<file path="src/rtl/rp_rate_pkg.sv">
package rp_rate_pkg;
    localparam int ALPHA_FRAC = 10;
    localparam int ALPHA_W    = ALPHA_FRAC + 1;

    typedef enum logic [1:0] {
        STG_FAST  = 2'd0,
        STG_ADD   = 2'd1,
        STG_HYPER = 2'd2
    } rp_stage_e;
endpackage

</file>
<file path="src/rtl/rp_trig_gen.sv">
// Accumulating trigger: fires once each time the running sum reaches the threshold.
module rp_trig_gen #(
    parameter int ACC_W   = 20,
    parameter int INC_W   = 16,
    parameter int CNT_W   = 3,
    parameter int CNT_MAX = 6
) (
    input  logic             clk,
    input  logic             rst_n,
    input  logic             clr_i,
    input  logic [INC_W-1:0] inc_i,
    input  logic [ACC_W-1:0] thresh_i,
    output logic             fire_o,
    output logic [CNT_W-1:0] cnt_o
);
    localparam int SUM_W = ACC_W + 1;
    localparam logic [CNT_W-1:0] CNT_TOP = CNT_W'(CNT_MAX);

    logic [ACC_W-1:0] acc_q;
    logic [SUM_W-1:0] sum;
    logic             hit;

    assign sum = {1'b0, acc_q} + SUM_W'(inc_i);
    assign hit = (sum >= {1'b0, thresh_i});

    always_ff @(posedge clk) begin
        if (!rst_n || clr_i) begin
            acc_q  <= '0;
            fire_o <= 1'b0;
            cnt_o  <= '0;
        end else if (hit) begin
            acc_q  <= '0;
            fire_o <= 1'b1;
            if (cnt_o != CNT_TOP) cnt_o <= cnt_o + 1'b1;
        end else begin
            acc_q  <= sum[ACC_W-1:0];
            fire_o <= 1'b0;
        end
    end


    trig_clear_chk: assert property (@(posedge clk) disable iff (!rst_n)
        clr_i |=> (!fire_o && cnt_o == '0));


    trig_sat_chk: assert property (@(posedge clk) disable iff (!rst_n)
        cnt_o <= CNT_TOP);


    trig_count_step_chk: assert property (@(posedge clk) disable iff (!rst_n)
        (!clr_i && hit && cnt_o != CNT_TOP) |=> (cnt_o == $past(cnt_o) + 1'b1));
endmodule

</file>
<file path="src/rtl/rp_alpha_est.sv">
// Congestion estimate: rises toward 1.0 on CNP, decays by (1-g) per quiet period.
module rp_alpha_est
    import rp_rate_pkg::*;
#(
    parameter int PER_W = 16
) (
    input  logic               clk,
    input  logic               rst_n,
    input  logic               cnp_i,
    input  logic [PER_W-1:0]   period_i,
    input  logic [3:0]         gshift_i,
    output logic [ALPHA_W-1:0] alpha_o
);
    localparam logic [ALPHA_W-1:0] ALPHA_ONE = ALPHA_W'(1 << ALPHA_FRAC);

    logic [PER_W-1:0]   tick_q;
    logic [ALPHA_W-1:0] decayed;
    logic [ALPHA_W-1:0] raised;

    assign decayed = alpha_o - (alpha_o >> gshift_i);
    assign raised  = decayed + (ALPHA_ONE >> gshift_i);

    always_ff @(posedge clk) begin
        if (!rst_n) begin
            alpha_o <= ALPHA_ONE;
            tick_q  <= '0;
        end else if (cnp_i) begin
            alpha_o <= raised;
            tick_q  <= '0;
        end else if (tick_q == period_i - 1'b1) begin
            alpha_o <= decayed;
            tick_q  <= '0;
        end else begin
            tick_q  <= tick_q + 1'b1;
        end
    end


    alpha_range_chk: assert property (@(posedge clk) disable iff (!rst_n)
        alpha_o <= ALPHA_ONE);


    alpha_rise_chk: assert property (@(posedge clk) disable iff (!rst_n)
        cnp_i |=> (alpha_o >= $past(alpha_o)));


    alpha_decay_chk: assert property (@(posedge clk) disable iff (!rst_n)
        !cnp_i |=> (alpha_o <= $past(alpha_o)));
endmodule

</file>
<file path="src/rtl/rp_rate_core.sv">
// Stage state machine plus current/target rate registers.
module rp_rate_core
    import rp_rate_pkg::*;
#(
    parameter int RATE_W     = 16,
    parameter int CNT_W      = 3,
    parameter int FAST_STEPS = 5
) (
    input  logic               clk,
    input  logic               rst_n,
    input  logic               cnp_i,
    input  logic               byte_fire_i,
    input  logic               time_fire_i,
    input  logic [CNT_W-1:0]   byte_cnt_i,
    input  logic [CNT_W-1:0]   time_cnt_i,
    input  logic [ALPHA_W-1:0] alpha_i,
    input  logic [RATE_W-1:0]  cfg_init_i,
    input  logic [RATE_W-1:0]  cfg_min_i,
    input  logic [RATE_W-1:0]  cfg_line_i,
    input  logic [RATE_W-1:0]  cfg_ai_i,
    input  logic [RATE_W-1:0]  cfg_hai_i,
    output logic [RATE_W-1:0]  rate_o,
    output rp_stage_e          stage_o
);
    localparam int PROD_W = RATE_W + ALPHA_W;
    localparam int SUM_W  = RATE_W + 1;
    localparam int CUT_SH = ALPHA_FRAC + 1;
    localparam logic [CNT_W-1:0] F_LIM = CNT_W'(FAST_STEPS);

    rp_stage_e         stage_q;
    rp_stage_e         stage_nxt;
    logic [RATE_W-1:0] rate_q;
    logic [RATE_W-1:0] tgt_q;
    logic              step;
    logic              byte_past;
    logic              time_past;
    logic [PROD_W-1:0] prod;
    logic [PROD_W-1:0] cut;
    logic [RATE_W-1:0] rc_cut_raw;
    logic [RATE_W-1:0] rc_cut;
    logic [SUM_W-1:0]  tgt_sum;
    logic [RATE_W-1:0] tgt_inc;
    logic [SUM_W-1:0]  mid;
    logic [RATE_W-1:0] rc_inc;

    assign step      = byte_fire_i | time_fire_i;
    assign byte_past = (byte_cnt_i > F_LIM);
    assign time_past = (time_cnt_i > F_LIM);

    // Next stage from the event counts that include the firing event.
    always_comb begin
        unique case ({byte_past, time_past})
            2'b11:        stage_nxt = STG_HYPER;
            2'b10, 2'b01: stage_nxt = STG_ADD;
            default:      stage_nxt = STG_FAST;
        endcase
    end

    // Multiplicative cut.
    always_comb begin
        prod       = PROD_W'(rate_q) * PROD_W'(alpha_i);
        cut        = prod >> CUT_SH;
        rc_cut_raw = rate_q - cut[RATE_W-1:0];
        rc_cut     = (rc_cut_raw < cfg_min_i) ? cfg_min_i : rc_cut_raw;
    end

    // Recovery step.
    always_comb begin
        tgt_sum = {1'b0, tgt_q};
        unique case (stage_nxt)
            STG_ADD:   tgt_sum = {1'b0, tgt_q} + {1'b0, cfg_ai_i};
            STG_HYPER: tgt_sum = {1'b0, tgt_q} + {1'b0, cfg_hai_i};
            default:   tgt_sum = {1'b0, tgt_q};
        endcase
        tgt_inc = (tgt_sum > {1'b0, cfg_line_i}) ? cfg_line_i : tgt_sum[RATE_W-1:0];
        mid     = ({1'b0, rate_q} + {1'b0, tgt_inc}) >> 1;
        if (mid[RATE_W-1:0] < cfg_min_i)       rc_inc = cfg_min_i;
        else if (mid[RATE_W-1:0] > cfg_line_i) rc_inc = cfg_line_i;
        else                                   rc_inc = mid[RATE_W-1:0];
    end

    // State register.
    always_ff @(posedge clk) begin
        if (!rst_n)     stage_q <= STG_FAST;
        else if (cnp_i) stage_q <= STG_FAST;
        else if (step)  stage_q <= stage_nxt;
    end

    // Rate registers.
    always_ff @(posedge clk) begin
        if (!rst_n) begin
            rate_q <= cfg_init_i;
            tgt_q  <= cfg_init_i;
        end else if (cnp_i) begin
            rate_q <= rc_cut;
            tgt_q  <= rate_q;
        end else if (step) begin
            rate_q <= rc_inc;
            tgt_q  <= tgt_inc;
        end
    end

    assign rate_o  = rate_q;
    assign stage_o = stage_q;


    cut_no_rise_chk: assert property (@(posedge clk) disable iff (!rst_n)
        cnp_i |=> (rate_q <= $past(rate_q)));


    cut_target_chk: assert property (@(posedge clk) disable iff (!rst_n)
        cnp_i |=> (tgt_q == $past(rate_q)));


    fast_hold_chk: assert property (@(posedge clk) disable iff (!rst_n)
        (!cnp_i && step && stage_nxt == STG_FAST) |=> $stable(tgt_q));


    tgt_no_drop_chk: assert property (@(posedge clk) disable iff (!rst_n)
        (!cnp_i && step) |=> (tgt_q >= $past(tgt_q)));


    cnp_stage_chk: assert property (@(posedge clk) disable iff (!rst_n)
        cnp_i |=> (stage_q == STG_FAST));


    rate_bound_chk: assert property (@(posedge clk) disable iff (!rst_n)
        (cfg_min_i <= cfg_line_i) |-> (rate_q >= cfg_min_i && rate_q <= cfg_line_i));
endmodule

</file>
<file path="src/rtl/rp_rate_ctrl.sv">
module rp_rate_ctrl
    import rp_rate_pkg::*;
#(
    parameter int RATE_W     = 16,
    parameter int TXB_W      = 16,
    parameter int BYTE_ACC_W = 20,
    parameter int TIMER_W    = 16,
    parameter int APER_W     = 16,
    parameter int FAST_STEPS = 5
) (
    input  logic                  clk,
    input  logic                  rst_n,
    input  logic                  cnp_i,
    input  logic [TXB_W-1:0]      tx_bytes_i,
    input  logic [RATE_W-1:0]     cfg_rate_init_i,
    input  logic [RATE_W-1:0]     cfg_rate_min_i,
    input  logic [RATE_W-1:0]     cfg_rate_line_i,
    input  logic [RATE_W-1:0]     cfg_rate_ai_i,
    input  logic [RATE_W-1:0]     cfg_rate_hai_i,
    input  logic [BYTE_ACC_W-1:0] cfg_byte_thresh_i,
    input  logic [TIMER_W-1:0]    cfg_timer_period_i,
    input  logic [APER_W-1:0]     cfg_alpha_period_i,
    input  logic [3:0]            cfg_g_shift_i,
    output logic [RATE_W-1:0]     rate_o,
    output logic [1:0]            stage_o
);
    localparam int CNT_MAX = FAST_STEPS + 1;
    localparam int CNT_W   = $clog2(CNT_MAX + 1);

    logic               byte_fire;
    logic               time_fire;
    logic [CNT_W-1:0]   byte_cnt;
    logic [CNT_W-1:0]   time_cnt;
    logic [ALPHA_W-1:0] alpha;
    rp_stage_e          stage;

    rp_trig_gen #(
        .ACC_W  (BYTE_ACC_W),
        .INC_W  (TXB_W),
        .CNT_W  (CNT_W),
        .CNT_MAX(CNT_MAX)
    ) i_byte_trig (
        .clk     (clk),
        .rst_n   (rst_n),
        .clr_i   (cnp_i),
        .inc_i   (tx_bytes_i),
        .thresh_i(cfg_byte_thresh_i),
        .fire_o  (byte_fire),
        .cnt_o   (byte_cnt)
    );

    rp_trig_gen #(
        .ACC_W  (TIMER_W),
        .INC_W  (1),
        .CNT_W  (CNT_W),
        .CNT_MAX(CNT_MAX)
    ) i_time_trig (
        .clk     (clk),
        .rst_n   (rst_n),
        .clr_i   (cnp_i),
        .inc_i   (1'b1),
        .thresh_i(cfg_timer_period_i),
        .fire_o  (time_fire),
        .cnt_o   (time_cnt)
    );

    rp_alpha_est #(
        .PER_W(APER_W)
    ) i_alpha (
        .clk     (clk),
        .rst_n   (rst_n),
        .cnp_i   (cnp_i),
        .period_i(cfg_alpha_period_i),
        .gshift_i(cfg_g_shift_i),
        .alpha_o (alpha)
    );

    rp_rate_core #(
        .RATE_W    (RATE_W),
        .CNT_W     (CNT_W),
        .FAST_STEPS(FAST_STEPS)
    ) i_core (
        .clk        (clk),
        .rst_n      (rst_n),
        .cnp_i      (cnp_i),
        .byte_fire_i(byte_fire),
        .time_fire_i(time_fire),
        .byte_cnt_i (byte_cnt),
        .time_cnt_i (time_cnt),
        .alpha_i    (alpha),
        .cfg_init_i (cfg_rate_init_i),
        .cfg_min_i  (cfg_rate_min_i),
        .cfg_line_i (cfg_rate_line_i),
        .cfg_ai_i   (cfg_rate_ai_i),
        .cfg_hai_i  (cfg_rate_hai_i),
        .rate_o     (rate_o),
        .stage_o    (stage)
    );

    assign stage_o = stage;
endmodule

</file>
<file path="config.mk">
export PLATFORM = sky130hd
export DESIGN_NAME = rp_rate_ctrl
export DESIGN_NICKNAME = d
export VERILOG_FILES = /design/src/rtl/rp_rate_pkg.sv /design/src/rtl/rp_trig_gen.sv /design/src/rtl/rp_alpha_est.sv /design/src/rtl/rp_rate_core.sv /design/src/rtl/rp_rate_ctrl.sv
export SDC_FILE = /design/constraint.sdc
export NUM_CORES = 1
export LEC_CHECK = 0
export BUFFER_PORTS_ARGS = -buffer_cell sky130_fd_sc_hd__buf_2
export CORE_MARGIN = 2
export CORE_UTILIZATION = 40
export CTS_CLUSTER_SIZE = 14
export DETAILED_ROUTE_END_ITERATION = 10
export PLACE_DENSITY = 0.57
export SLEW_MARGIN = 25
export SYNTH_ARGS = -nofsm -noshare
export SYNTH_HDL_FRONTEND = slang
export SYNTH_SLANG_ARGS = --single-unit
</file>
<file path="constraint.sdc">
create_clock -name clk -period 10.2 [get_ports clk]
set_input_delay 0 -clock clk [delete_from_list [all_inputs] [get_ports clk]]
set_output_delay 0 -clock clk [all_outputs]
set_load 0.01 [all_outputs]
</file>
# --- Word level (Yosys, flattened, before mapping) ---
# Index checks and enable logic that the tools add are counted.
word_totals:
  regBits: 105
  inputBits: 155
  output_inout_bits: 18
classes:
  add_sub_neg: 12
  mul: 1
  order_cmp: 8
  eq_ne: 9
  shifts: 2
  mux: 16
  bitwise_logic: 2
  reduce_logical: 10
ops:
  columns: ["operator", "n"]
  rows:
  - ["16-bit two-way mux", 10]
  - ["16-bit by 16-bit adder with 17-bit output", 3]
  - ["17-bit one-hot mux with 2 select lines", 1]
  - ["16-bit < comparator", 2]
  - ["16-bit by 11-bit multiplier with 27-bit output", 1]
  - ["11-bit two-way mux", 2]
  - ["20-bit by 16-bit adder with 21-bit output", 1]
  - ["21-bit by 20-bit >= comparator with 1-bit output", 1]
  - ["16-bit by 1-bit adder with 17-bit output, second input constant", 1]
  - ["17-bit by 16-bit >= comparator with 1-bit output", 1]
  - ["17-bit by 16-bit greater-than comparator with 1-bit output", 1]
  - ["16-bit by 1-bit adder with 16-bit output, second input constant", 1]
  - ["16-bit == test", 1]
  - ["16-bit greater-than comparator", 1]
  - ["16-bit by 1-bit subtractor with 16-bit output, second input constant", 1]
  - ["16-bit subtractor", 1]
  - ["11-bit adder", 1]
  - ["11-bit by 4-bit right shift with 11-bit output", 1]
  - ["11-bit by 4-bit right shift with 11-bit output, first input constant", 1]
  - ["11-bit subtractor", 1]
  - ["2-bit OR reduction", 4]
  - ["3-bit by 1-bit adder with 3-bit output, second input constant", 2]
  - ["2-bit == test, second input constant", 3]
  - ["3-bit greater-than comparator, second input constant", 2]
  - ["12 further kinds", 16]

# --- Logic depth before layout (Yosys ltp) ---
# Gate-level depths: netlist (run 1).
logic_depth:
  ltp_word: 15
  mapped_depth: 48
  mapped_depth_nobuf: 45

# --- Cells and area by module ---
# A second synthesis (run 1) with hierarchy kept.
hier_totals:
  hier_cells: 2191
  area_unflattened_um2: 17924.7
modules_own_cells:
  columns: ["module", "instances", "cells_each", "area_per_inst_um2"]
  rows:
  - ["rp_rate_core", 1, 1375, 11368.4]
  - ["rp_alpha_est", 1, 395, 2996.6]
  - ["rp_trig_gen (i_byte_trig)", 1, 267, 2245.9]
  - ["rp_trig_gen (i_time_trig)", 1, 153, 1310.0]
  - ["rp_rate_ctrl", 1, 1, 3.8]

# --- Least setup slack after synthesis (run 1) ---
# OpenSTA, ideal clock, no wires.
synth_timing:
  kind: "flip-flop to flip-flop"
  startpoint: "reg i_byte_trig.cnt_o[1]"
  endpoint: "reg i_core.rate_q[1], in the netlist i_core.rate_o[1] (data pin)"
  setup_ns: 0.270
  arrival_ns: 9.198
  required_time_ns: 9.930
  setup_slack_ns: 0.732
  stages_incl_launch_ff: 45
  cell_sequence: "dfxtp_1 inv_1 ha_1 a211o_1 inv_1 ha_1 clkbuf_1 clkbuf_1 mux2_2 ha_1 and2_1 or4_1 o21ai_0 o21ba_2 o21ai_0 xnor2_1 o21ai_0 ha_1 [9 not listed] a21o_1 and2_1 o21a_1 a211o_1 a21oi_1 xnor2_1 ha_1 a21o_1 a21o_1 a21oi_1 o21a_1 o211ai_1 nand2_1 buf_1 mux2i_1 o211ai_1 o21ai_0 a21oi_1"
synth_between:
  elab_chain_len: 15
  word_cells_on_any_way: 19
synth_lines:
  columns: ["item", "line", "text"]
  rows:
  - ["start, declared", "rp_trig_gen.sv:14", "output logic [CNT_W-1:0] cnt_o"]
  - ["start signal, assigned", "rp_trig_gen.sv:34", "if (cnt_o != CNT_TOP) cnt_o <= cnt_o + 1'b1;"]
  - ["3-bit greater-than comparator *", "rp_rate_core.sv:47", "assign byte_past = (byte_cnt_i > F_LIM);"]
  - ["2-bit == test or 2-bit by 1-bit == test with 1-bit output (tied branches)", "rp_rate_core.sv:52", "unique case ({byte_past, time_past})"]
  - ["2-bit OR reduction", "rp_rate_core.sv:52", null]
  - ["2-bit one-hot mux with 2 select lines *", "rp_rate_core.sv:52", null]
  - ["via i_core.stage_nxt[1]", "rp_rate_core.sv:31", "rp_stage_e stage_nxt;"]
  - ["2-bit == test or 2-bit by 1-bit == test with 1-bit output (tied branches)", "rp_rate_core.sv:70", "unique case (stage_nxt)"]
  - ["17-bit one-hot mux with 2 select lines *", "rp_rate_core.sv:70", null]
  - ["17-bit by 16-bit greater-than comparator with 1-bit output", "rp_rate_core.sv:75", "tgt_inc = (tgt_sum > {1'b0, cfg_line_i}) ? cfg_line_i : tgt_sum[RATE_W-1:0];"]
  - ["16-bit two-way mux *", "rp_rate_core.sv:75", null]
  - ["16-bit by 16-bit adder with 17-bit output *", "rp_rate_core.sv:76", "mid = ({1'b0, rate_q} + {1'b0, tgt_inc}) >> 1;"]
  - ["16-bit greater-than comparator", "rp_rate_core.sv:78", "else if (mid[RATE_W-1:0] > cfg_line_i) rc_inc = cfg_line_i;"]
  - ["16-bit two-way mux", "rp_rate_core.sv:78", null]
  - ["16-bit two-way mux *", "rp_rate_core.sv:77", "if (mid[RATE_W-1:0] < cfg_min_i) rc_inc = cfg_min_i;"]
  - ["16-bit two-way mux *", "rp_rate_core.sv:97", "end else if (step) begin"]
  - ["16-bit two-way mux *", "rp_rate_core.sv:94", "end else if (cnp_i) begin"]
  - ["16-bit two-way mux *", "rp_rate_core.sv:91", "if (!rst_n) begin"]
  - ["end signal, assigned", "rp_rate_core.sv:92", "rate_q <= cfg_init_i;"]
  - ["end signal, assigned", "rp_rate_core.sv:95", "rate_q <= rc_cut;"]
  - ["end signal, assigned", "rp_rate_core.sv:98", "rate_q <= rc_inc;"]
  - ["end, declared", "rp_rate_core.sv:32", "logic [RATE_W-1:0] rate_q;"]
# The timed path passes the listed nets; every way through them passes the cells marked *. The select of a mux whose other input is x is not followed.
# A chain may end at the register's enable or synchronous reset.

# --- Final worst setup path (run 1) ---
layout_timing:
  startpoint: "reg i_core.rate_q[10], in the netlist i_core.rate_o[10]"
  endpoint: "reg i_core.rate_q[15], in the netlist i_core.rate_o[15] (data pin)"
layout_between:
  elab_chain_len: 7
  word_cells_on_any_way: 12
layout_lines:
  columns: ["item", "line"]
  rows:
  - ["parallel branches: the longest is 5 deep, another holds 16-bit by 11-bit multiplier with 27-bit output", null]
  - ["16-bit two-way mux *", "rp_rate_core.sv:94"]
  - ["16-bit two-way mux *", "rp_rate_core.sv:91"]
# Mark *: on every way between the ends. The select of a mux whose other input is x is not followed.

==> results of run 1 <==
[registers in the layout, indices dropped and copies added (netlist names)]
signal / flops
i_time_trig.fire_o: 1
i_core.stage_o: 2
i_alpha.alpha_o: 11
i_time_trig.cnt_o: 3
i_core.tgt_q: 16
i_byte_trig.acc_q: 20
i_core.rate_o: 16
i_byte_trig.fire_o: 1
i_alpha.tick_q: 16
i_byte_trig.cnt_o: 3
i_time_trig.acc_q: 16
[synth_stat cells, drive strengths merged, types with 4 or more instances]
library cell	instances	area [µm²]
or3	10	62.6
edfxtp	32	961
o21a	34	255
o31a	4	35.0
and2	69	432
and3	21	131
buf	14	86.3
mux2	33	372
a31oi	12	75.1
a311oi	7	61.3
a2111oi	6	71.3
nor2	131	497
dfxtp	73	1460
a21o	47	353
xor2	50	438
mux2i	44	440
nand3	38	195
a41oi	6	60.1
o21ai	98	490
a211o	5	43.8
inv	236	886
nand2b	21	131
a21oi	110	554
nor4	6	52.6
clkbuf	70	264
a21boi	5	37.5
nor2b	45	282
nand3b	4	33.8
nand2	235	882
nor3	36	180
a221o	6	60.1
fa	130	2600
o31ai	12	90.1
ha	253	3170
a211oi	33	248
nand4	19	119
or2	8	50.1
and4	14	123
o211ai	17	128
o21bai	14	105
xnor2	80	701
o22ai	10	62.6
[per-stage QoR]
stage	cell area, µm²	setup WS, ps	std cells	util
6_report	19800	474	2891	0.457
5_1_grt	19800	7.98	2891	0.457
4_1_cts	19600	31.4	2874	0.453
3_5_place_dp	19200	99.1	2851	0.444
3_3_place_gp	19200	93.8	2851	0.444
2_1_floorplan	17600	732	2137	-
[repair_timing]
item,in CTS,in global routing
setup buffers,0,17
endpoints found under the setup margin,0,16
gates resized for setup,0,16
hold endpoints to repair,7,0
hold buffers,7,0
[worst paths after layout]
path	cells past startpoint	from	endpoint	slack (ps)
max reg2reg	30	i_core.rate_o[10]	i_core.rate_o[15]	470
min	3	cfg_rate_init_i[1]	i_core.rate_o[1]	20
max	30	i_core.rate_o[10]	i_core.rate_o[15]	470
min reg2reg	2	i_core.stage_o[1]	i_core.stage_o[1]	460
[layer usage]
metal  routed length, µm  share of wire
met3                2230          0.043
met2               24500           0.48
met4                1130          0.022
met5                   0              0
met1               23600           0.46
[worst reg2reg max path: cells and delay by family (launching register included)]
kind,cells,cell delay [ps]
flops,1,710
fa+ha+maj,8,3460
mux,1,340
xor+xnor,3,420
compound gates,12,2920
simple gates,5,1390
buf+inv,1,240
[area by class of cell]
class	count	area, µm²
clock buffers	10	250
clock inverters	6	91.3
fillers	4345	23500
inverters	238	893
multi-input cells	1710	14000
flip-flops and latches	105	2430
well taps	585	732
repair buffers	237	1370
[cell families after synthesis]
family,count (synthesis)
AOI/OAI and AO/OA,452
xor gates and xnor gates,130
adders and majority gates,383
buffers and inverters,322
DFF,105
muxes,78
and+or+nand+nor,667
==> results_tabular.tex, run 1 <==
\begin{tabular}{lr}
\hline
Metric & Value \\
\hline
\multicolumn{2}{l}{\textbf{Global routing}} \\
\quad Met1 track demand over resource & 0.307 \\
\quad Met2 GRT Util & 0.390 \\
\quad Via count of the first global-routing pass & 15900 \\
\quad Maximum number of pins on one net before global-route repair & 46 \\
\quad Number of antenna violations at the first check in global routing & 1 \\
\quad GRT Overall Usage & 0.227 \\
\quad Global-route wire length before repair & about 84 mm \\
\quad Layer carrying the most global-route usage & met2 \\
\quad Global route total overflow & 0 \\
\quad GR met3 Demand/Resource & 0.0220 \\
\multicolumn{2}{l}{\textbf{Yosys}} \\
\quad Async SR Flop Fraction & 0 \\
\quad Synthesized netlist cell count & about 2100 \\
\quad Dominant combinational cell family by area after synthesis & adder cells \\
\quad Seq cells post-synth & between 100 and 150 \\
\quad Synthesized netlist net count & 2675 \\
\quad Post-Synth Adder-Cell Area & 0.327 \\
\quad Synth Area in Compound Gates & 0.168 \\
\quad Number of distinct library cell variants in the gate-level netlist after synthesis & 78 \\
\quad Cell Area, Synth & 0.0176 mm² \\
\quad Post-synthesis mux area share & 0.0473 \\
\quad Per-instance average area after synthesis & roughly 8.3 µm² \\
\quad Post-synthesis sequential area ratio & 0.137 \\
\quad Main synth FF type & dfxtp\_1 \\
\quad Area share of and/or/nand/nor cells after synthesis & 0.185 \\
\quad Share of the synthesized netlist area taken by xor and xnor gates & 0.0645 \\
\quad Number of enable-type register cells in the synthesized netlist & 32 \\
\quad Total of warnings raised by yosys & 0 \\
\multicolumn{2}{l}{\textbf{Run}} \\
\quad Maximum Capacitance Violations & 0 \\
\multicolumn{2}{l}{\textbf{Final layout}} \\
\quad Number of nets in the layout & $\sim$2800 \\
\quad Diode count & 0 \\
\quad Layout cells sized above 1 & 0.135 \\
\quad Most used cells in the layout excluding fill and tap cells & ha\_1 (252), inv\_1 (236), nand2\_1 (234) \\
\quad Leading cell type in the layout, fill and taps excluded & ha\_1 \\
\quad Layout Area Growth over Synthesis & 12.1\% \\
\multicolumn{2}{l}{\textbf{Clock tree}} \\
\quad Clk root buf & clkbuf\_16 \\
\quad Number of sinks driven by the clock tree & 105 \\
\quad Clock buffers created by TritonCTS & 9 \\
\quad Deepest level of the CTS H-tree & 3 \\
\quad Source-to-sink clock delay at the later pin of the worst-skew pair & 390 ps \\
\quad Maximum root-to-sink buffer count & 2 \\
\quad TritonCTS clock tree & yes \\
\quad Clock slew at the register clock pins of the worst setup and hold paths & 80 ps \\
\multicolumn{2}{l}{\textbf{Place}} \\
\quad Total of buffers placed on input and output ports & 172 \\
\quad DP Wirelength & 42.4 mm \\
\quad Final weighted congestion of routability-driven global placement & 0.915 \\
\multicolumn{2}{l}{\textbf{STA}} \\
\quad Final-report setup violation count & 0 \\
\quad Fraction of the cycle the final worst path needs & 0.953 \\
\quad Hold Fails Final Rpt & 0 \\
\quad Final sum of negative setup slack & 0 ps \\
\quad Highest clock rate & 0.103 GHz \\
\quad Worst Tran Pin Value & 936 ps \\
\quad Unrepaired setup endpoints after global routing & no \\
\quad Final clock skew & between 10 and 15 ps \\
\quad Hold Worst Slack & 21.0 ps \\
\quad Slew margin rel. & 0.374 \\
\quad Slew Viols, Final & 0 \\
\quad Final Critical Period & 9730 ps \\
\multicolumn{2}{l}{\textbf{Floorplanning}} \\
\quad Die Height & 214 µm \\
\quad Initial Utilization & 0.408 \\
\quad Standard cell core area & approximately 0.043 mm² \\
\quad I/O pin cnt & 173 \\
\quad Chip width & $\sim$210 µm \\
\quad Number of rows created at floorplan & 76 \\
\quad Die area & about 0.046 mm² \\
\multicolumn{2}{l}{\textbf{Routing}} \\
\quad Violation count after the first detailed-routing iteration & 975 \\
\quad DRC errors left & 0 \\
\quad Overall routed net length & 51.5 mm \\
\quad Number of nets with antenna violations after routing & 0 \\
\quad Vias & 15700 \\
\quad Pre-Repair DR Iteration Count & 5 \\
\quad Vias/cell & 5.42 \\
\quad Post-detailed-route wirelength per cell & around 18 µm \\
\multicolumn{2}{l}{\textbf{Worst setup path}} \\
\quad Data arrival time of the critical path & 9860 ps \\
\quad Data required time of the worst path & 10340 ps \\
\quad Kind of launch point of the worst setup path & flip-flop \\
\quad Delay of the slowest cell on the worst path & 710 ps \\
\quad Critical path peak fanout & 15 \\
\quad CP bufs+invs & 1 \\
\quad CP max stage cell & edfxtp\_1 \\
\quad Critical setup path kind & flip-flop to flip-flop \\
\quad Most frequent CP cell & fa\_1 \\
\quad CP Capture Type & flip-flop \\
\quad Crit-path leading delay family & adder cells \\
\multicolumn{2}{l}{\textbf{Status}} \\
\quad Run status & completed \\
\multicolumn{2}{l}{\textbf{Worst hold path}} \\
\quad Type of the tightest min-delay check & input pin to flip-flop \\
\hline
\end{tabular}
Power of run 1 is left out: the tool's default activity adds up to more than one toggle a clock period on the data nets, which glitch-free logic cannot reach.
==> run 2: changes to the inputs <==
--- a/config.mk
+++ b/config.mk
@@ -11,6 +11,7 @@
 export CTS_CLUSTER_SIZE = 14
 export DETAILED_ROUTE_END_ITERATION = 10
 export PLACE_DENSITY = 0.57
+export RECOVER_POWER = 25
 export SLEW_MARGIN = 25
 export SYNTH_ARGS = -nofsm -noshare
 export SYNTH_HDL_FRONTEND = slang
==> run 2 against run 1 <==
The flow now finishes with violations (max-capacitance violations, max-slew violations). First-iteration DRC count is 7.5% lower. Register-to-register slack about the same. Clock skew shrank 6.0 ps. Cell count did not move. Design area down 0.21%. Via count fell by 0.24%. Non-clock buffer count unchanged. Global-route usage unchanged. Wire length rose by 0.14%. Largest cell class unchanged.
==> results_tabular.tex, run 2 (same netlist as run 1, synthesis figures left out) <==
\begin{tabular}{lr}
\hline
Metric & Value \\
\hline
\multicolumn{2}{l}{\textbf{Status}} \\
\quad Run status & finished with violations \\
\quad Violations in the final reports & max-capacitance violations, max-slew violations \\
\multicolumn{2}{l}{\textbf{Final layout}} \\
\quad Diode count & 0 \\
\quad Largest register FFs & 20 \\
\quad Layout cells sized above 1 & 0.129 \\
\quad Number of nets in the layout & 2839 \\
\quad Layout Area Growth over Synthesis & 11.9\% \\
\quad Most used cells in the layout excluding fill and tap cells & ha\_1 (252), inv\_1 (236), nand2\_1 (234) \\
\quad Largest register by flop count & i\_byte\_trig.acc\_q \\
\quad Area of all placed cells without fillers & 0.0197 mm² \\
\quad Leading cell type in the layout, fill and taps excluded & ha\_1 \\
\multicolumn{2}{l}{\textbf{Floorplanning}} \\
\quad Initial Utilization & 0.408 \\
\quad Die area & 0.0458 mm² \\
\quad Number of rows created at floorplan & 76 \\
\quad Standard cell core area & 0.0433 mm² \\
\quad I/O pin cnt & roughly 170 \\
\quad Chip width & about 210 µm \\
\quad Die Height & 214 µm \\
\multicolumn{2}{l}{\textbf{STA}} \\
\quad Final sum of negative setup slack & 0 ps \\
\quad Unrepaired setup endpoints after global routing & no \\
\quad Final clock skew & between 6 and 7 ps \\
\quad Final Critical Period & 9730 ps \\
\quad Post-layout worst setup margin & approximately 470 ps \\
\quad Slew Viols, Final & 33 \\
\quad Slew margin rel. & -0.346 \\
\quad Hold Fails Final Rpt & 0 \\
\quad Final-report setup violation count & 0 \\
\quad Worst Tran Pin Value & 2020 ps \\
\quad Highest clock rate & a little over 0.1 GHz \\
\quad Fraction of the cycle the final worst path needs & 0.954 \\
\multicolumn{2}{l}{\textbf{Routing}} \\
\quad DRC errors left & 0 \\
\quad Vias/cell & 5.41 \\
\quad Vias & 15600 \\
\quad Violation count after the first detailed-routing iteration & 902 \\
\quad Number of nets with antenna violations after routing & 0 \\
\quad Overall routed net length & 51.6 mm \\
\quad Pre-Repair DR Iteration Count & 5 \\
\quad Post-detailed-route wirelength per cell & 17.8 µm \\
\multicolumn{2}{l}{\textbf{Global routing}} \\
\quad Global route total overflow & 0 \\
\quad Global-route wire length before repair & 84.0 mm \\
\quad Number of antenna violations at the first check in global routing & 1 \\
\quad GRT Overall Usage & 0.227 \\
\quad Via count of the first global-routing pass & $\sim$16000 \\
\quad Maximum number of pins on one net before global-route repair & 46 \\
\multicolumn{2}{l}{\textbf{Worst setup path}} \\
\quad Delay of the slowest cell on the worst path & 720 ps \\
\quad Data arrival time of the critical path & around 9900 ps \\
\quad CP Capture Type & flip-flop \\
\quad Source of the critical timing path & i\_core.rate\_o[10] \\
\quad Critical path peak fanout & 15 \\
\quad Kind of launch point of the worst setup path & flip-flop \\
\quad Worst flop-to-flop path startpoint & i\_core.rate\_o[10] \\
\quad Critical setup path kind & flip-flop to flip-flop \\
\quad CP max stage cell & edfxtp\_1 \\
\quad Most frequent CP cell & fa\_1 \\
\quad Data required time of the worst path & 10340 ps \\
\multicolumn{2}{l}{\textbf{Clock tree}} \\
\quad Clock slew at the register clock pins of the worst setup and hold paths & roughly 80 ps \\
\quad Clk root buf & clkbuf\_16 \\
\quad Number of sinks driven by the clock tree & 105 \\
\quad Deepest level of the CTS H-tree & 3 \\
\quad Source-to-sink clock delay at the later pin of the worst-skew pair & roughly 380 ps \\
\quad Clock buffers created by TritonCTS & 9 \\
\quad Maximum root-to-sink buffer count & 2 \\
\quad TritonCTS clock tree & yes \\
\multicolumn{2}{l}{\textbf{Worst hold path}} \\
\quad Launch instance of the worst min-delay path & cfg\_rate\_init\_i[13] \\
\quad Type of the tightest min-delay check & input pin to flip-flop \\
\multicolumn{2}{l}{\textbf{Place}} \\
\quad DP Wirelength & 42.4 mm \\
\quad Final weighted congestion of routability-driven global placement & 0.915 \\
\quad Placement Cell Area & 0.0192 mm² \\
\quad Total of buffers placed on input and output ports & 172 \\
\quad Worst slack at placement & 99.1 ps \\
\multicolumn{2}{l}{\textbf{Run}} \\
\quad Maximum Capacitance Violations & 1 \\
\hline
\end{tabular}
[run 2: per-stage QoR]
step,hold WS (ps),cells,utilization
finish,17.9,2891,0.456
detailed placement,355,2851,0.444
floorplan,186,2137,-
global placement,360,2851,0.444
global route,25.9,2891,0.456
CTS,6.52,2874,0.453
[run 2: worst max-delay path, delay by kind of cell, from the launching register on]
family          cells  cell delay (ps)
simple gates        5             1400
flops               1              720
mux                 1              330
compound gates     12             2940
xor+xnor            3              420
fa+ha+maj           8             3460
buf+inv             1              240
[run 2: repair_timing]
item / 4_1_cts / 5_1_grt
hold buffers: 7 / 0
setup buffers: 0 / 17
resized for setup: 0 / 16
endpoints found under the setup margin: 0 / 16
hold endpoints to repair: 7 / 0
[run 2: final cells by class]
| type | instances | area [µm²] |
|---|---|---|
| clock buffers | 10 | 250 |
| clock inverters | 6 | 91.3 |
| fillers | 4353 | 23500 |
| inverters | 238 | 893 |
| multi-input cells | 1710 | 14000 |
| flip-flops and latches | 105 | 2430 |
| well taps | 585 | 732 |
| repair buffers | 237 | 1330 |
[run 2: path summary, 6_finish.rpt]
check                      end  slack [ps]  depth (start not counted)
max          i_core.rate_o[15]         470                         30
min           i_core.tgt_q[13]          20                          3
max reg2reg  i_core.rate_o[15]         470                         30
min reg2reg  i_core.stage_o[0]         460                          2
[run 2: metal layers]
metal / global-route usage / routed length, µm / up-vias
li1: - / - / 7682
met1: 0.307 / 23900 / 7508
met2: 0.390 / 24600 / 380
met3: 0.0220 / 2060 / 56
met4: 0.0543 / 1060 / 0
met5: 0 / 0 / -
Power of run 2 is left out for the same reason.
==> run 3: changes to the inputs <==
--- a/config.mk
+++ b/config.mk
@@ -5,6 +5,7 @@
 export SDC_FILE = /design/constraint.sdc
 export NUM_CORES = 1
 export LEC_CHECK = 0
+export ABC_CLOCK_PERIOD_IN_PS = 10200
 export BUFFER_PORTS_ARGS = -buffer_cell sky130_fd_sc_hd__buf_2
 export CORE_MARGIN = 2
 export CORE_UTILIZATION = 40
@@ -15,4 +16,5 @@
 export SLEW_MARGIN = 25
 export SYNTH_ARGS = -nofsm -noshare
 export SYNTH_HDL_FRONTEND = slang
+export SYNTH_HIERARCHICAL = 1
 export SYNTH_SLANG_ARGS = --single-unit
==> run 3 against run 2 <==
The flow still finishes with violations (max-capacitance violations, max-slew violations). Register-to-register slack gained 90 ps. Non-clock buffer count down 27. Worst hold slack worse by 14 ps. Die area increased by 1.6%. Critical path type unchanged. Critical endpoint is now i_core/rate_o[12].
==> results_tabular.tex, run 3 <==
\begin{tabular}{lr}
\hline
Metric & Value \\
\hline
\multicolumn{2}{l}{\textbf{Floorplanning}} \\
\quad Standard cell core area & 0.0442 mm² \\
\quad Initial Utilization & 0.405 \\
\quad I/O pin cnt & 173 \\
\quad Die Height & $\sim$220 µm \\
\quad Die area & 0.0465 mm² \\
\quad Chip width & 216 µm \\
\quad Number of rows created at floorplan & 77 \\
\multicolumn{2}{l}{\textbf{Worst setup path}} \\
\quad Critical path peak fanout & 15 \\
\quad Most frequent CP cell & fa\_1 \\
\quad CP max stage cell & edfxtp\_1 \\
\quad CP Capture Type & flip-flop \\
\quad Kind of launch point of the worst setup path & flip-flop \\
\quad Data arrival time of the critical path & 9860 ps \\
\quad Register-to-Register Path Depth & 34 \\
\quad Delay of the slowest cell on the worst path & 770 ps \\
\quad Critical setup path kind & flip-flop to flip-flop \\
\quad Data required time of the worst path & about 10000 ps \\
\multicolumn{2}{l}{\textbf{Global routing}} \\
\quad GR met3 Demand/Resource & 0.0324 \\
\quad Met1 track demand over resource & 0.311 \\
\quad Met2 GRT Util & 0.373 \\
\quad Global-route wire length before repair & 84.6 mm \\
\quad Global route total overflow & 0 \\
\quad Via count of the first global-routing pass & 16200 \\
\quad Number of antenna violations at the first check in global routing & 0 \\
\quad GRT Overall Usage & 0.227 \\
\quad Maximum number of pins on one net before global-route repair & 50 \\
\quad Layer carrying the most global-route usage & met2 \\
\multicolumn{2}{l}{\textbf{Worst hold path}} \\
\quad Type of the tightest min-delay check & input pin to flip-flop \\
\quad Cell count of the worst hold path & 4 \\
\multicolumn{2}{l}{\textbf{STA}} \\
\quad Final-report setup violation count & 0 \\
\quad Final Critical Period & 9650 ps \\
\quad Fraction of the cycle the final worst path needs & 0.946 \\
\quad Final sum of negative setup slack & 0 ps \\
\quad Highest clock rate & 0.104 GHz \\
\quad Final clock skew & between 9 and 10 ps \\
\quad Post-layout worst setup margin & around 550 ps \\
\quad Unrepaired setup endpoints after global routing & no \\
\quad Worst Tran Pin Value & approximately 2200 ps \\
\quad Slew Viols, Final & between 60 and 70 \\
\quad Hold Fails Final Rpt & 0 \\
\quad Slew margin rel. & -0.482 \\
\multicolumn{2}{l}{\textbf{Yosys}} \\
\quad Total of warnings raised by yosys & 6 \\
\quad Number of enable-type register cells in the synthesized netlist & 32 \\
\quad Async SR Flop Fraction & 0 \\
\quad Main synth FF type & dfxtp\_1 \\
\quad Cell type contributing the most total cell area after synthesis & ha\_1 \\
\quad Leading cell types by total area after synthesis & ha\_1 (18\%), fa\_1 (15\%), dfxtp\_1 (8.2\%) \\
\quad Seq cells post-synth & 105 \\
\quad Portion of synthesized cell area occupied by the leading cell type & 0.176 \\
\quad Most instantiated cells after synthesis & ha\_1 (252), inv\_1 (245), nand2\_1 (236), nor2\_1 (175), a21oi\_1 (139) \\
\quad Number of distinct library cell variants in the gate-level netlist after synthesis & 96 \\
\quad Most used standard cell by instance count after synthesis & ha\_1 \\
\quad Post-synthesis sequential area ratio & 0.135 \\
\quad Synthesized netlist net count & 2728 \\
\quad Cell Area, Synth & approximately 0.018 mm² \\
\quad Per-instance average area after synthesis & slightly above 8 µm² \\
\quad Synthesized netlist cell count & 2191 \\
\multicolumn{2}{l}{\textbf{Run}} \\
\quad Maximum Capacitance Violations & 2 \\
\multicolumn{2}{l}{\textbf{Clock tree}} \\
\quad Deepest level of the CTS H-tree & 3 \\
\quad Source-to-sink clock delay at the later pin of the worst-skew pair & 370 ps \\
\quad Clock buffers created by TritonCTS & 9 \\
\quad Clk root buf & clkbuf\_16 \\
\quad Number of sinks driven by the clock tree & 105 \\
\quad Maximum root-to-sink buffer count & 2 \\
\quad TritonCTS clock tree & yes \\
\quad Clock slew at the register clock pins of the worst setup and hold paths & roughly 90 ps \\
\multicolumn{2}{l}{\textbf{Final layout}} \\
\quad Final design utilization & 0.449 \\
\quad Most used cells in the layout excluding fill and tap cells & ha\_1 (251), inv\_1 (245), nand2\_1 (236) \\
\quad Largest register by flop count & i\_byte\_trig/acc\_q \\
\quad Layout Area Growth over Synthesis & 10.9\% \\
\quad Diode count & 0 \\
\quad Leading cell type in the layout, fill and taps excluded & ha\_1 \\
\quad Largest register FFs & 20 \\
\quad Layout cells sized above 1 & 0.123 \\
\quad Number of nets in the layout & just under 3000 \\
\multicolumn{2}{l}{\textbf{Place}} \\
\quad Final weighted congestion of routability-driven global placement & 0.925 \\
\quad Total of buffers placed on input and output ports & 172 \\
\quad DP Wirelength & 43.0 mm \\
\quad Worst slack at placement & -54.1 ps \\
\multicolumn{2}{l}{\textbf{Routing}} \\
\quad Overall routed net length & roughly 53 mm \\
\quad Vias & 16000 \\
\quad DRC errors left & 0 \\
\quad Pre-Repair DR Iteration Count & 5 \\
\quad Vias/cell & 5.44 \\
\quad Number of nets with antenna violations after routing & 0 \\
\quad Violation count after the first detailed-routing iteration & 1117 \\
\quad Post-detailed-route wirelength per cell & 17.9 µm \\
\multicolumn{2}{l}{\textbf{Status}} \\
\quad Violations in the final reports & max-capacitance violations, max-slew violations \\
\quad Run status & finished with violations \\
\hline
\end{tabular}
run 3: what timing repair did:
item / in CTS / in global routing
resized for setup: 1 / 16
hold buffers: 6 / 1
endpoints found under the hold margin: 5 / 1
pin swaps: 0 / 1
setup endpoints to repair: 4 / 16
buffers inserted: 0 / 0
run 3: layout make-up:
cell class | count | area [µm²]
inverters | 248 | 931
multi-input cells | 1773 | 14400
repair buffers | 210 | 1120
well taps | 592 | 741
fillers | 4483 | 24300
clock inverters | 7 | 75.1
clock buffers | 9 | 225
flip-flops and latches | 105 | 2420
run 3: logic make-up after synthesis:
family	Yosys count	synth area share
simple gates	736	0.199
compound gates	469	0.180
fa+ha+maj	382	0.321
buf+inv	313	0.0674
xor+xnor	114	0.0557
flops	105	0.135
mux	71	0.0418
other cells	1	0.000209
run 3: through the flow:
step	instance area, µm²	cells	hold WS [ps]
6_report	19900	2944	3.67
5_1_grt	19900	2944	12.9
4_1_cts	19800	2943	0.966
3_5_place_dp	19500	2921	359
3_3_place_gp	19500	2921	352
2_1_floorplan	17900	2191	131
run 3: worst paths after layout:
check / start / end / slack (ps)
max: i_core/rate_o[6] / i_core/rate_o[12] / 550
min: tx_bytes_i[0] / i_byte_trig/acc_q[0] / 4
max reg2reg: i_core/rate_o[6] / i_core/rate_o[12] / 550
min reg2reg: i_core/stage_o[0] / i_core/stage_o[0] / 470
run 3: worst max-delay path, delay by kind of cell (launching register included):
family | cells | cell delay (ps)
AO/OA/AOI/OAI | 13 | 2470
buffers and inverters | 3 | 150
flip-flops | 1 | 770
AND/OR/NAND/NOR | 9 | 2370
XOR/XNOR | 1 | 200
adder cells (fa/ha/maj) | 8 | 3540
run 3: routing by layer:
layer | up-vias | wire, µm
met1 | 7629 | 24700
met3 | 69 | 2640
met5 | - | 0
met2 | 410 | 23900
li1 | 7913 | -
met4 | 0 | 1360
Power of run 3 is left out for the same reason.
